File: src/rtl/lutcell_pkg.sv
package lutcell_pkg;

    typedef enum logic {
        OUT_DIRECT   = 1'b0,
        OUT_CAPTURED = 1'b1
    } out_mode_e;

    typedef struct packed {
        logic      entry;
        out_mode_e mode;
    } cell_path_t;

    function automatic int table_depth(input int n);
        return 1 << n;
    endfunction

    function automatic int image_length(input int n);
        return (1 << n) + 1;
    endfunction

endpackage

File: src/rtl/lutcell_cfg_chain.sv
module lutcell_cfg_chain #(
    parameter int LEN = 17
) (
    input  logic           clk,
    input  logic           rst,
    input  logic           shift_en,
    input  logic           ser_in,
    output logic           ser_out,
    output logic [LEN-1:0] image
);
    logic [LEN-1:0] store_q;

    // new bits enter at the top; after LEN shifts the first bit sits at 0
    always_ff @(posedge clk) begin
        if (rst) begin
            store_q <= '0;
        end else if (shift_en) begin
            store_q <= {ser_in, store_q[LEN-1:1]};
        end
    end

    assign ser_out = store_q[0];
    assign image   = store_q;
endmodule

File: src/rtl/lutcell_table_read.sv
module lutcell_table_read #(
    parameter int N = 4,
    localparam int DEPTH = 1 << N
) (
    input  logic [DEPTH-1:0] entries,
    input  logic [N-1:0]     index,
    output logic             entry
);
    // binary mux tree, one generated level per input bit
    logic [DEPTH-1:0] lvl [N+1];
    assign lvl[0] = entries;

    for (genvar s = 0; s < N; s++) begin : g_level
        localparam int W = DEPTH >> (s + 1);
        for (genvar j = 0; j < W; j++) begin : g_node
            assign lvl[s+1][j] = index[s] ? lvl[s][2*j+1] : lvl[s][2*j];
        end
        if (W < DEPTH) begin : g_pad
            assign lvl[s+1][DEPTH-1:W] = '0;
        end
    end

    assign entry = lvl[N][0];
endmodule

File: src/rtl/lutcell_out_stage.sv
module lutcell_out_stage
    import lutcell_pkg::*;
(
    input  logic       clk,
    input  logic       rst,
    input  cell_path_t path,
    output logic       dout
);
    logic cap_q;

    always_ff @(posedge clk) begin
        if (rst) begin
            cap_q <= 1'b0;
        end else begin
            cap_q <= path.entry;
        end
    end

    always_comb begin
        case (path.mode)
            OUT_CAPTURED: dout = cap_q;
            default:      dout = path.entry;
        endcase
    end
endmodule

File: src/rtl/lut_cell.sv
module lut_cell
    import lutcell_pkg::*;
#(
    parameter int N = 4
) (
    input  logic         clk,
    input  logic         rst,
    input  logic         cfg_en,
    input  logic         cfg_sdi,
    output logic         cfg_sdo,
    input  logic [N-1:0] lin,
    output logic         dout
);
    localparam int DEPTH = table_depth(N);
    localparam int LEN   = image_length(N);

    logic [LEN-1:0] image;
    logic           rd_entry;
    cell_path_t     path;

    lutcell_cfg_chain #(.LEN(LEN)) u_chain (
        .clk      (clk),
        .rst      (rst),
        .shift_en (cfg_en),
        .ser_in   (cfg_sdi),
        .ser_out  (cfg_sdo),
        .image    (image)
    );

    lutcell_table_read #(.N(N)) u_read (
        .entries (image[DEPTH-1:0]),
        .index   (lin),
        .entry   (rd_entry)
    );

    always_comb begin
        path.entry = rd_entry;
        path.mode  = out_mode_e'(image[LEN-1]);
    end

    lutcell_out_stage u_out (
        .clk  (clk),
        .rst  (rst),
        .path (path),
        .dout (dout)
    );
endmodule

File: config.mk
export PLATFORM = sky130hd
export DESIGN_NAME = lut_cell
export DESIGN_NICKNAME = d
export VERILOG_FILES = /design/src/rtl/lutcell_pkg.sv /design/src/rtl/lutcell_cfg_chain.sv /design/src/rtl/lutcell_table_read.sv /design/src/rtl/lutcell_out_stage.sv /design/src/rtl/lut_cell.sv
export SDC_FILE = /design/constraint.sdc
export NUM_CORES = 1
export LEC_CHECK = 0
export ABC_AREA = 1
export BUFFER_PORTS_ARGS = -buffer_cell sky130_fd_sc_hd__clkbuf_2
export CAP_MARGIN = 20
export CORE_AREA = 2 2 52 54
export DETAILED_ROUTE_END_ITERATION = 7
export DIE_AREA = 0 0 54 56
export SKIP_LAST_GASP = 1
export SLEW_MARGIN = 15
export SYNTH_ARGS = -nofsm -noshare
export SYNTH_HDL_FRONTEND = slang
export SYNTH_SLANG_ARGS = --single-unit
File: constraint.sdc
create_clock -name clk -period 1.4 [get_ports clk]
set_input_delay 0 -clock clk [delete_from_list [all_inputs] [get_ports clk]]
set_output_delay 0 -clock clk [all_outputs]
set_load 0.005 [all_outputs]
==> summary.md <==
| Metric | Value |
|---|---|
| Slew HR | 74.99% |
| Setup crit end kind | output pin |
| Final hold violation count | 0 |
| Most frequent cells in the layout | 20 x nand2_1, 19 x inv_1, 17 x nor2_1, 17 x a211oi_1, 10 x dfxtp_1 |
| Largest net degree at the start of global routing | 22 |
| WL per Instance | 11.10 um |
| Leak pwr | 0.4223 nW |
| Worst-skew pair later-pin latency | 0.30 ns |
| Share of layout cells above drive strength 1 | 21.95% |
| Crit-path max FO | 2 |
| Worst Hold Class | input port to flip-flop |
| GRT Total Usage | 12.64% |
| Max cap viols | 0 |
| Fmax | 787.7 MHz |
| Fin crit share | 90.68% |
| Worst setup SP type | flip-flop |
| First-pass DRT Iterations | 4 |
| Peak VDD IR | 0.4079 mV |
| Post-Syn Area | 828.3 um2 |
| Core area | 2432 um2 |
| Chip height | 56 um |
| CP Class | flip-flop to output pin |
| Htree depth | 1 |
| Avg Cell Area, Syn | 7.330 um2 |
| Chip Width | 54 um |
| Seq. cell area | 370.4 um2 |
| Total chip power | 1.044 mW |
| Gr ovfl total | 0 |
| Vias | 730 |
| Cell area after layout | 953.4 um2 |
| Post-layout nets | 132 |
| Bufs on Longest Clock Path | 2 |
| Mapped Nets | 121 |
| I/O Buffers | 9 |
| Met3 GRT Util | 2.419% |
| Flop pwr share | 54.1% |
| Final setup vio count | 0 |
| Register bit total from synthesis | 18 |
| DR iter-0 viols | 18 |
| CTS buffer count | 3 |
| CTS sink count | 18 |
| Global Route met2 Usage | 20.56% |
| Die Area | 3024 um2 |
| FILL cells | 260 |
| Post-DP HPWL | 1266 um |
| Clk slew on worst S/H paths | 0.11 ns |
| Global-route wire length before repair | 2787 um |
| Sw Ratio | 26.44% |
| GR Util met1 | 15.27% |
| Cell Int Power | 0.7681 mW |
| Remaining antenna violation count after routing | 0 |
| Clk_skew | 0.007793 ns |
| Grt peak-use layer | met2 |
| Antenna Cells | 0 |
| Sum Neg Setup Slack | 0 ns |
| Status | finished, final reports clean |
| Starting density of the core | 34.05% |
| Vias per inst | 4.771 |
| Vias in the first global route | 651 |
| Multi-input logic area | 361.6 um2 |
| Worst Path Arrival | 1.27 ns |
| Ports | 10 |
| Clock root cell | clkbuf_4 |
| Initial antenna violation count | 0 |
| RePlAce Congestion | 0.8131 |
| Commonest non-fill, non-tap cell in the layout | nand2_1 |
| Routed wire length | 1698 um |
| Post-DP Area | 882.1 um2 |
| Logic pwr share | 14.8% |
| Switching Power | 0.2761 mW |
| Cells after synthesis | 113 |
| Layout area overhead | 15.11% |
| Seq/Total Area, Yosys | 43.50% |
| Power density over the cells | 1095 nW/um2 |
| Slew Limit Fails | 0 |
| DRC | 0 |
| Worst path required time | 1.40 ns |
| Min Tclk post-route | 1.270 ns |
| Worst-Margin Slew | 0.3751 ns |
| Synth Warn # | 0 |
| Clock power share | 31.1% |
| Site Rows | 18 |
| CTS tree | done |
| Distinct cell type count after synthesis | 11 |
## area by class of cell
type                            count  area share (%)
Inverter                           20           7.874
Clock buffer                        4           3.806
Timing Repair Buffer               12           7.612
Multi-Input combinational cell     69           37.93
Tap cell                           30           3.937
Sequential cell                    18           38.85
## sequential cells by signal, summed over array words and instances, names as in the netlist
register       count
u_chain.image     17
u_out.cap_q        1
## power groups by stage
| stage | clock network [mW] | logic, mW | registers [mW] |
|---|---|---|---|
| global placement | 0 | 0.146 | 0.573 |
| global route | 0.358 | 0.177 | 0.570 |
| CTS | 0.330 | 0.155 | 0.562 |
| floorplan | 0 | 0.114 | 0.570 |
| finish | 0.324 | 0.155 | 0.565 |
| detailed placement | 0 | 0.149 | 0.574 |
## synthesized netlist by cell type
cell type  number  area (um2)
o21ai_1         2       10.01
a211oi_1       17       127.6
nor2_1         17       63.81
dfxtp_1        18       360.4
inv_1          20       75.07
nand3_2         3       30.03
nand2_1        20       75.07
a21oi_1         1       5.000
buf_6           1       11.26
buf_2           5       25.02
nand3_1         9       45.04
## routing by layer
layer	up-vias	part of all wire [%]
met1	327	46
met2	12	49
met5	-	0
li1	386	-
met4	0	2.4
met3	5	2.9
## stage by stage
stage,utilization (%),worst slack (ns),cells,hold slack (ns)
6_report,39.20,0.1305,153,0.005456
5_1_grt,39.20,-0.01465,153,0.02033
4_1_cts,38.58,0.09681,153,0.01288
3_5_place_dp,36.27,0.4332,147,0.2794
3_3_place_gp,36.27,0.4522,147,0.2678
2_1_floorplan,-,0.5862,113,0.1569
## repair_timing
item	4_1_cts	5_1_grt
resized for setup	0	10
setup endpoints to repair	0	1
hold endpoints to repair	2	0
hold buffers	2	0
setup buffers	0	0
## worst max-delay path: stages (launching register included)
cell and delay [ns]:
dfxtp_2 0.34, inv_1 0.07, nand2_1 0.06, nand3_1 0.09
nand3_1 0.09, nand3_2 0.09, nand2_1 0.05, nand2_1 0.05
nand2_1 0.04, clkbuf_2 0.10
## final timing paths
path | slack, ns | depth (start not counted) | start | end
max | 0.13 | 9 | u_chain.image[13] | dout
min | 0.005 | 2 | cfg_en | u_chain.image[15]
max reg2reg | 0.48 | 6 | u_chain.image[2] | u_out.cap_q
min reg2reg | 0.48 | 2 | u_chain.image[10] | u_chain.image[9]
## cell families (layout without fill, tap and decap cells)
group                  count (synthesis)  in the layout  synth area share (%)
AND/OR/NAND/NOR                       49             49                 25.83
buffers and inverters                 26             36                 13.44
AO/OA/AOI/OAI                         20             20                 17.22
flip-flops                            18             18                 43.51
Power figures use the tool's default switching activity.
